## src/rtl/smpclk_tune_pkg.sv

```systemverilog
package smpclk_tune_pkg;
   localparam int unsigned DATA_W   = 32;
   localparam int unsigned NREG     = 6;
   localparam int unsigned CNT_LSB  = 16;
   localparam int unsigned CNT_W    = 8;
   localparam int unsigned ERR_BIT  = 2;

   // Register index = byte offset / 2; the order sets the address map.
   typedef enum logic [2:0] {
      RG_TCTL = 3'd0,
      RG_TSEL = 3'd1,
      RG_TPOS = 3'd2,
      RG_CRTE = 3'd3,
      RG_RCTL = 3'd4,
      RG_RREQ = 3'd5
   } reg_idx_e;
endpackage

```

## src/rtl/smpclk_tune_dec.sv

```systemverilog
module smpclk_tune_dec
   import smpclk_tune_pkg::*;
#(
   parameter int unsigned ADDR_W    = 8,
   parameter int unsigned BUS_SHIFT = 2
) (
   input  logic [ADDR_W-1:0] addr_i,
   output logic [NREG-1:0]   hit_o
);
   localparam int unsigned LOW_W = BUS_SHIFT + 1;
   localparam int unsigned IDX_W = ADDR_W - LOW_W;

   logic             aligned;
   logic [IDX_W-1:0] idx;

   assign aligned = (addr_i[LOW_W-1:0] == '0);
   assign idx     = addr_i[ADDR_W-1:LOW_W];

   for (genvar g = 0; g < NREG; g++) begin : g_hit
      assign hit_o[g] = aligned && (idx == IDX_W'(g));
   end
endmodule

```

## src/rtl/smpclk_tune_sticky.sv

```systemverilog
module smpclk_tune_sticky (
   input  logic clk_i,
   input  logic rst_ni,
   input  logic set_i,
   input  logic clr_i,
   output logic flag_o
);
   always_ff @(posedge clk_i or negedge rst_ni) begin
      if (!rst_ni)      flag_o <= 1'b0;
      else if (set_i)   flag_o <= 1'b1;
      else if (clr_i)   flag_o <= 1'b0;
   end

   a_r8_pulse_sets: assert property (@(posedge clk_i) disable iff (!rst_ni)
      set_i |=> flag_o);

   a_r9_clear_drops: assert property (@(posedge clk_i) disable iff (!rst_ni)
      (clr_i && !set_i) |=> !flag_o);
endmodule

```

## src/rtl/smpclk_tune_regs.sv

```systemverilog
module smpclk_tune_regs
   import smpclk_tune_pkg::*;
#(
   parameter int unsigned ADDR_W    = 8,
   parameter int unsigned BUS_SHIFT = 2,
   parameter int unsigned TAP_W     = 8,
   parameter int unsigned DEF_TAPS  = 8
) (
   input  logic              clk_i,
   input  logic              rst_ni,
   input  logic              req_i,
   input  logic              we_i,
   input  logic [ADDR_W-1:0] addr_i,
   input  logic [31:0]       wdata_i,
   output logic [31:0]       rdata_o,
   input  logic              err_pulse_i,
   output logic              tap_en_o,
   output logic [TAP_W-1:0]  tap_idx_o,
   output logic              tune_clk_sel_o
);
   if (BUS_SHIFT > 2) begin : g_chk_shift
      $error("BUS_SHIFT must be 0, 1 or 2");
   end
   if (ADDR_W < BUS_SHIFT + 4) begin : g_chk_addr
      $error("ADDR_W too narrow for the register map");
   end
   if (TAP_W < 1 || TAP_W > 16) begin : g_chk_tap
      $error("TAP_W must be 1..16");
   end
   if (DEF_TAPS >= (1 << CNT_W)) begin : g_chk_def
      $error("DEF_TAPS does not fit the tap count field");
   end

   logic [NREG-1:0]  hit;
   logic             wr, rd;
   logic             tap_en_q, crte_q, rt_en_q, err_flag;
   logic [CNT_W-1:0] tap_cnt_q;
   logic [TAP_W-1:0] tap_sel_q, tap_pos_q;
   logic [DATA_W-1:0] word [NREG];
   logic             unused_wdata;

   assign unused_wdata = ^wdata_i;
   assign wr = req_i && we_i;
   assign rd = req_i && !we_i;

   smpclk_tune_dec #(
      .ADDR_W    (ADDR_W),
      .BUS_SHIFT (BUS_SHIFT)
   ) dec_i (
      .addr_i (addr_i),
      .hit_o  (hit)
   );

   always_ff @(posedge clk_i or negedge rst_ni) begin
      if (!rst_ni) begin
         tap_en_q  <= 1'b0;
         tap_cnt_q <= CNT_W'(DEF_TAPS);
         tap_sel_q <= '0;
         tap_pos_q <= '0;
         crte_q    <= 1'b0;
         rt_en_q   <= 1'b0;
      end else if (wr) begin
         if (hit[RG_TCTL]) begin
            tap_en_q  <= wdata_i[0];
            tap_cnt_q <= wdata_i[CNT_LSB +: CNT_W];
         end
         if (hit[RG_TSEL]) tap_sel_q <= wdata_i[TAP_W-1:0];
         if (hit[RG_TPOS]) tap_pos_q <= wdata_i[TAP_W-1:0];
         if (hit[RG_CRTE]) crte_q    <= wdata_i[0];
         if (hit[RG_RCTL]) rt_en_q   <= wdata_i[0];
      end
   end

   smpclk_tune_sticky err_i (
      .clk_i  (clk_i),
      .rst_ni (rst_ni),
      .set_i  (err_pulse_i),
      .clr_i  (wr && hit[RG_RREQ] && !wdata_i[ERR_BIT]),
      .flag_o (err_flag)
   );

   always_comb begin
      for (int i = 0; i < NREG; i++) word[i] = '0;
      word[RG_TCTL][0]                  = tap_en_q;
      word[RG_TCTL][CNT_LSB +: CNT_W]   = tap_cnt_q;
      word[RG_TSEL][TAP_W-1:0]          = tap_sel_q;
      word[RG_TPOS][TAP_W-1:0]          = tap_pos_q;
      word[RG_CRTE][0]                  = crte_q;
      word[RG_RCTL][0]                  = rt_en_q;
      word[RG_RREQ][ERR_BIT]            = err_flag && rt_en_q;
   end

   always_comb begin
      rdata_o = '0;
      for (int i = 0; i < NREG; i++) begin
         if (rd && hit[i]) rdata_o = rdata_o | word[i];
      end
   end

   assign tap_en_o       = tap_en_q;
   assign tap_idx_o      = tap_sel_q;
   assign tune_clk_sel_o = crte_q;

   a_r4_tap_follows: assert property (@(posedge clk_i) disable iff (!rst_ni)
      (wr && hit[RG_TSEL]) |=> (tap_idx_o == $past(wdata_i[TAP_W-1:0])));

   a_r6_route_follows: assert property (@(posedge clk_i) disable iff (!rst_ni)
      (wr && hit[RG_CRTE]) |=> (tune_clk_sel_o == $past(wdata_i[0])));

   a_r3_enable_follows: assert property (@(posedge clk_i) disable iff (!rst_ni)
      (wr && hit[RG_TCTL]) |=> (tap_en_o == $past(wdata_i[0])));

   a_r2_miss_no_change: assert property (@(posedge clk_i) disable iff (!rst_ni)
      (wr && hit == '0) |=> ($stable(tap_idx_o) && $stable(tap_en_o)
                             && $stable(tune_clk_sel_o)));
endmodule

```

## config.mk

```make
export PLATFORM = sky130hd
export DESIGN_NAME = smpclk_tune_regs
export DESIGN_NICKNAME = d
export VERILOG_FILES = /design/src/rtl/smpclk_tune_pkg.sv /design/src/rtl/smpclk_tune_dec.sv /design/src/rtl/smpclk_tune_sticky.sv /design/src/rtl/smpclk_tune_regs.sv
export SDC_FILE = /design/constraint.sdc
export NUM_CORES = 1
export LEC_CHECK = 0
export ABC_CLOCK_PERIOD_IN_PS = 2500
export CAP_MARGIN = 10
export CORE_MARGIN = 2
export CORE_UTILIZATION = 40
export DETAILED_ROUTE_END_ITERATION = 16
export DONT_BUFFER_PORTS = 1
export GPL_ROUTABILITY_DRIVEN = 1
export HOLD_SLACK_MARGIN = 0.03
export SKIP_LAST_GASP = 1
export SLEW_MARGIN = 15
export SYNTH_ARGS = -nofsm -noshare
export SYNTH_HDL_FRONTEND = slang
export SYNTH_SLANG_ARGS = --single-unit
```

## constraint.sdc

```tcl
create_clock -name clk_i -period 2.5 [get_ports clk_i]
set_clock_uncertainty 0.1 [all_clocks]
set_input_delay 0.625 -clock clk_i [delete_from_list [all_inputs] [get_ports clk_i]]
set_output_delay 0.625 -clock clk_i [all_outputs]
set_load 0.1 [all_outputs]
```

Yosys cells after proc, flatten, opt, wreduce, memory -nomap -nowiden --
Index checks and enable logic that the tools add are counted.
Cells by class: equality and inequality tests 5, multiplexer cells 8, bitwise gates (word level) 5, reduce and logical (&&, ||, !) cells 27
Operators with widths (count):
- 32-bit 2-to-1 mux | 5
- 32-bit by 1-bit bitwise OR with 32-bit output | 2
- 32-bit by 8-bit bitwise OR with 32-bit output | 2
- 32-bit by 3-bit bitwise OR with 32-bit output | 1
- 24-bit 2-to-1 mux | 1
- 1-bit logical AND | 17
- 5-bit by 2-bit equality test with 1-bit output (second input constant) | 2
- 5-bit by 3-bit equality test with 1-bit output (second input constant) | 2
- 2-bit AND reduction | 5
- 5-bit by 1-bit equality test with 1-bit output (second input constant) | 1
- 5-bit zero test | 1
- 3-bit zero test | 1
- 1-bit zero test | 2
- 1-bit 2-to-1 mux | 2
- 2-bit nonzero test | 1
Word-level totals: flip-flop bits (word level) 28, input port bits 45, output and inout port bits 42, word-level logic and storage cells 52

Longest topological paths before layout --
word-level depth 14, gate-level depth with buffers 5

Hierarchy --
A second synthesis with hierarchy kept.
Second synthesis, totals: cell total of the unflattened synthesis 126, area, all modules 1525.2 um^2
Modules (own cells, without submodules):
- smpclk_tune_regs | instances 1, cells each 111, area an instance 1395.1 um^2, seq. area each 676.9 um^2
- smpclk_tune_dec | instances 1, cells each 12, area an instance 93.8 um^2, seq. area each 0.0 um^2
- smpclk_tune_sticky | instances 1, cells each 3, area an instance 36.3 um^2, seq. area each 25.0 um^2

Worst setup path after synthesis --
Ideal clock, no wire load.
path kind input -> output, start point input port addr_i[4], end point output port rdata_o[0], data arrival time 3790 ps, data required time 1775 ps, slack -2015 ps, stages on the path 4, cell sequence or4_1 buf_2 o2bb2a_4 o311ai_1
Between the ends: word-level cells in the longest chain between the ends 14, elaborated cells between the ends (all ways) 29
Ends and longest elaborated chain:
- from (decl) | line smpclk_tune_regs.sv:13 | input logic [ADDR_W-1:0] addr_i,
- 5-bit zero test | line smpclk_tune_dec.sv:20 | assign hit_o[g] = aligned && (idx == IDX_W'(g));
- 1-bit logical AND | line smpclk_tune_dec.sv:20
- 1-bit logical AND | line smpclk_tune_regs.sv:96 | if (rd && hit[i]) rdata_o = rdata_o | word[i];
- 24-bit 2-to-1 mux | line smpclk_tune_regs.sv:96
- 32-bit by 8-bit bitwise OR with 32-bit output | line smpclk_tune_regs.sv:96
- 32-bit 2-to-1 mux | line smpclk_tune_regs.sv:96
- 32-bit by 8-bit bitwise OR with 32-bit output | line smpclk_tune_regs.sv:96
- 32-bit 2-to-1 mux | line smpclk_tune_regs.sv:96
- 32-bit by 1-bit bitwise OR with 32-bit output | line smpclk_tune_regs.sv:96
- 32-bit 2-to-1 mux | line smpclk_tune_regs.sv:96
- 32-bit by 1-bit bitwise OR with 32-bit output | line smpclk_tune_regs.sv:96
- 32-bit 2-to-1 mux | line smpclk_tune_regs.sv:96
- 32-bit by 3-bit bitwise OR with 32-bit output | line smpclk_tune_regs.sv:96
- 32-bit 2-to-1 mux * | line smpclk_tune_regs.sv:96
- to (decl) | line smpclk_tune_regs.sv:15 | output logic [31:0] rdata_o,
Every way passes the cells marked *; elsewhere a longest branch is shown, timed or not.

Worst setup path in the final report --
start point input port addr_i[7], end point output port rdata_o[5]
Between the ends: word-level cells in the longest chain between the ends 12, elaborated cells between the ends (all ways) 24
Ends and longest elaborated chain (line):
- 5-bit by 1-bit equality test with 1-bit output | smpclk_tune_dec.sv:20
- 1-bit logical AND | smpclk_tune_dec.sv:20
- 1-bit logical AND | smpclk_tune_regs.sv:96
- 32-bit 2-to-1 mux | smpclk_tune_regs.sv:96
- 32-bit by 8-bit bitwise OR with 32-bit output | smpclk_tune_regs.sv:96
- 32-bit 2-to-1 mux | smpclk_tune_regs.sv:96
- 32-bit by 1-bit bitwise OR with 32-bit output | smpclk_tune_regs.sv:96
- 32-bit 2-to-1 mux | smpclk_tune_regs.sv:96
- 32-bit by 1-bit bitwise OR with 32-bit output | smpclk_tune_regs.sv:96
- 32-bit 2-to-1 mux | smpclk_tune_regs.sv:96
- 32-bit by 3-bit bitwise OR with 32-bit output | smpclk_tune_regs.sv:96
- 32-bit 2-to-1 mux * | smpclk_tune_regs.sv:96
Marked as above.

==> flow_summary.ini <==
[worst_setup_path]
cp_max_fo = 6
crit_type = in2out
arrival_ns = 1.98
critPathCaptureType = output port
cp.required_ns = 1.77
start_kind = input pin

[sta]
finalSetupViolCount = 16
rsz0062_at_grt = yes
hold_viol = 0
finalCritPeriodShare = 1.08
whs_ns = 0.0622
tns_ns = -2.81
max_clock_freq_mhz = 370
slew_viol_final = 0
period_needed_ns = 2.70
finalWorstSetupSlack_ns = -0.203

[logic_synthesis]
synthCells = 123
seq_area_frac_synth = 0.441
avgSynthCellArea_sq_um = 12.9
synth_edf_count = 0
ys_warn_count = 0
ys_ff_latch = 28
synth_area_sq_mm = 0.00159
async_flop_share = 1.00
yosysTopAreaCell = dfrtp_1
synthTopCellsByArea = dfrtp_1 (42%), mux2_2 (19%), buf_4 (7.6%)
synth_cell_types = 31
synth_commonest_cells = dfrtp_1 (27), mux2_2 (27), buf_4 (16)
synth_ff_type = dfrtp_1
synth_top_area_share = 0.425

[global_routing]
overflow = 0
grt_start_max_net_pins = 28
grt_use_total = 0.161
grt_pass1_vias = 1129
grt_pass1_wl_um = 5380
antenna_found_initial = 0

[die]
start_util = 0.425
rows = 22
core_area_sq_mm = 0.00374
die_y_um = 67.1
dieArea_sq_mm = 0.00450
die_w_um = 67.1
pin_count = 87

[place]
place_hpwl_um = 2500
gp_congestion = 0.740
port_buffers = 0
dp.cells = 190
place_ws_ns = -0.258

[detailed_routing]
num_vias = 1035
drtPass1Iterations = 3
ant_nets = 0
wl_um = 3220
via_per_inst = 5.23
drc = 0
drt-initial-drc-count = 34
routedWlPerCell_um = 16.3

[pwr]
power.leakage_nw = 1.01
swShare = 0.318
combPwrFrac = 0.210
seqPwrFrac = 0.504
powerDensity_mw_per_mm2 = 453
p_int_uw = 638
peakVddDrop_uv = 323
pwr-share-clk = 0.286
p_switching_uw = 298

[clocking]
clock_latency_ns = 0.26
cts_inserted_buffers = 3
cts_root_buf = clkbuf_8
cts_tree = done
clockBufferDepth = 2
clkTransAtPathRegs_ns = 0.09
cts.sinks = 28
cts-htree-levels = 1

[outcome]
outcome = complete, but fails checks
violations = negative setup slack

[hold_path]
hp-class = in2async

[final_layout]
area_delta_synth_final_pct = 30.0
antenna_cells = 0
final_nets = 196
drive_above_1_share = 0.600
n_fill_cell = 320
final_cells = 198

[flow_run]
drv_cap = 0
## placed cells by master (no fill, tap or decap), types with 2 or more instances in the layout
| master | synthesis | routed |
|---|---|---|
| buf_6 | 0 | 4 |
| dfrtp_1 | 27 | 27 |
| a22o_4 | 0 | 6 |
| nor4_4 | 2 | 2 |
| mux2_2 | 27 | 27 |
| nor4_2 | 2 | 2 |
| nand4_1 | 3 | 3 |
| buf_12 | 0 | 8 |
| conb_1 | 1 | 16 |
| clkbuf_8 | 0 | 4 |
| nor2_1 | 3 | 3 |
| nand4_4 | 3 | 3 |
| buf_4 | 16 | 16 |
| and2_4 | 0 | 8 |
| nor4b_4 | 1 | 2 |
| nand2_1 | 2 | 2 |
## registers in the layout, summed over array words and instances (netlist names)
signal          count
tap_cnt_q           8
tap_idx_o           8
tap_pos_q           8
err_i.flag_o        1
rt_en_q             1
tap_en_o            1
tune_clk_sel_o      1
## layer usage
metal	global-route usage	vias up	wire length, um
li1	-	476	-
met1	0.191	509	1220
met2	0.285	48	1690
met3	0.0389	2	301
met4	0.0485	0	12
met5	0	-	0
## critical path, cell delays in order
cell and delay (ns):
or4b_4 0.56, nor4_4 0.26, buf_6 0.17, a22o_2 0.18
buf_12 0.17
## repair_timing
action,in CTS,in global routing
hold buffers,1,0
endpoints found under the setup margin,16,16
resized for setup,6,3
setup buffers,3,0
hold endpoints to repair,27,0
pin swaps,16,5
## power groups by stage
stage / registers [mW] / logic [mW] / clock network, mW
3_3_place_gp: 0.479 / 0.179 / 0
4_1_cts: 0.472 / 0.196 / 0.282
6_report: 0.472 / 0.197 / 0.267
3_5_place_dp: 0.480 / 0.181 / 0
2_1_floorplan: 0.511 / 0.160 / 0
5_1_grt: 0.474 / 0.206 / 0.307
## layout make-up
cell class,instances,area (sq um),area share
multi-input cells,89,921,0.446
flip-flops and latches,28,702,0.340
inverters,1,3.75,0.00182
repair buffers,28,325,0.157
clock buffers,4,55.1,0.0266
well taps,48,60.1,0.0291
## through the flow
step,power [mW],instance area [sq um],util
floorplan,0.671,1740,-
CTS,0.950,2050,0.548
global placement,0.659,1910,0.509
finish,0.936,2070,0.552
detailed placement,0.661,1910,0.509
global route,0.987,2070,0.552
## path summary, 6_finish.rpt
path,slack (ns),cells after the start,start,endpoint
worst min register to register,0.42,1,tap_cnt_q[7]$_DFFE_PN0P_,tap_cnt_q[7]$_DFFE_PN0P_
worst max register to register,1.35,2,tap_idx_o[4]$_DFFE_PN0P_,tap_idx_o[4]$_DFFE_PN0P_
worst max-delay path,-0.20,5,addr_i[7],rdata_o[5]
max in group asynchronous,2.08,1,rst_ni,tap_pos_q[3]$_DFFE_PN0P_
worst min-delay path,0.06,1,rst_ni,tap_cnt_q[6]$_DFFE_PN0P_
min in group clk_i,0.39,1,wdata_i[0],rt_en_q$_DFFE_PN0P_
## cell families (layout without fill, tap and decap cells)
group | after synthesis | count (layout) | share of synthesized area
simple gates | 34 | 34 | 0.203
mux | 28 | 28 | 0.198
flops | 28 | 28 | 0.441
buf+inv | 21 | 33 | 0.0905
compound gates | 11 | 11 | 0.0645
other cells | 1 | 16 | 0.00236
Note: power is estimated with default switching activity, not from simulation.
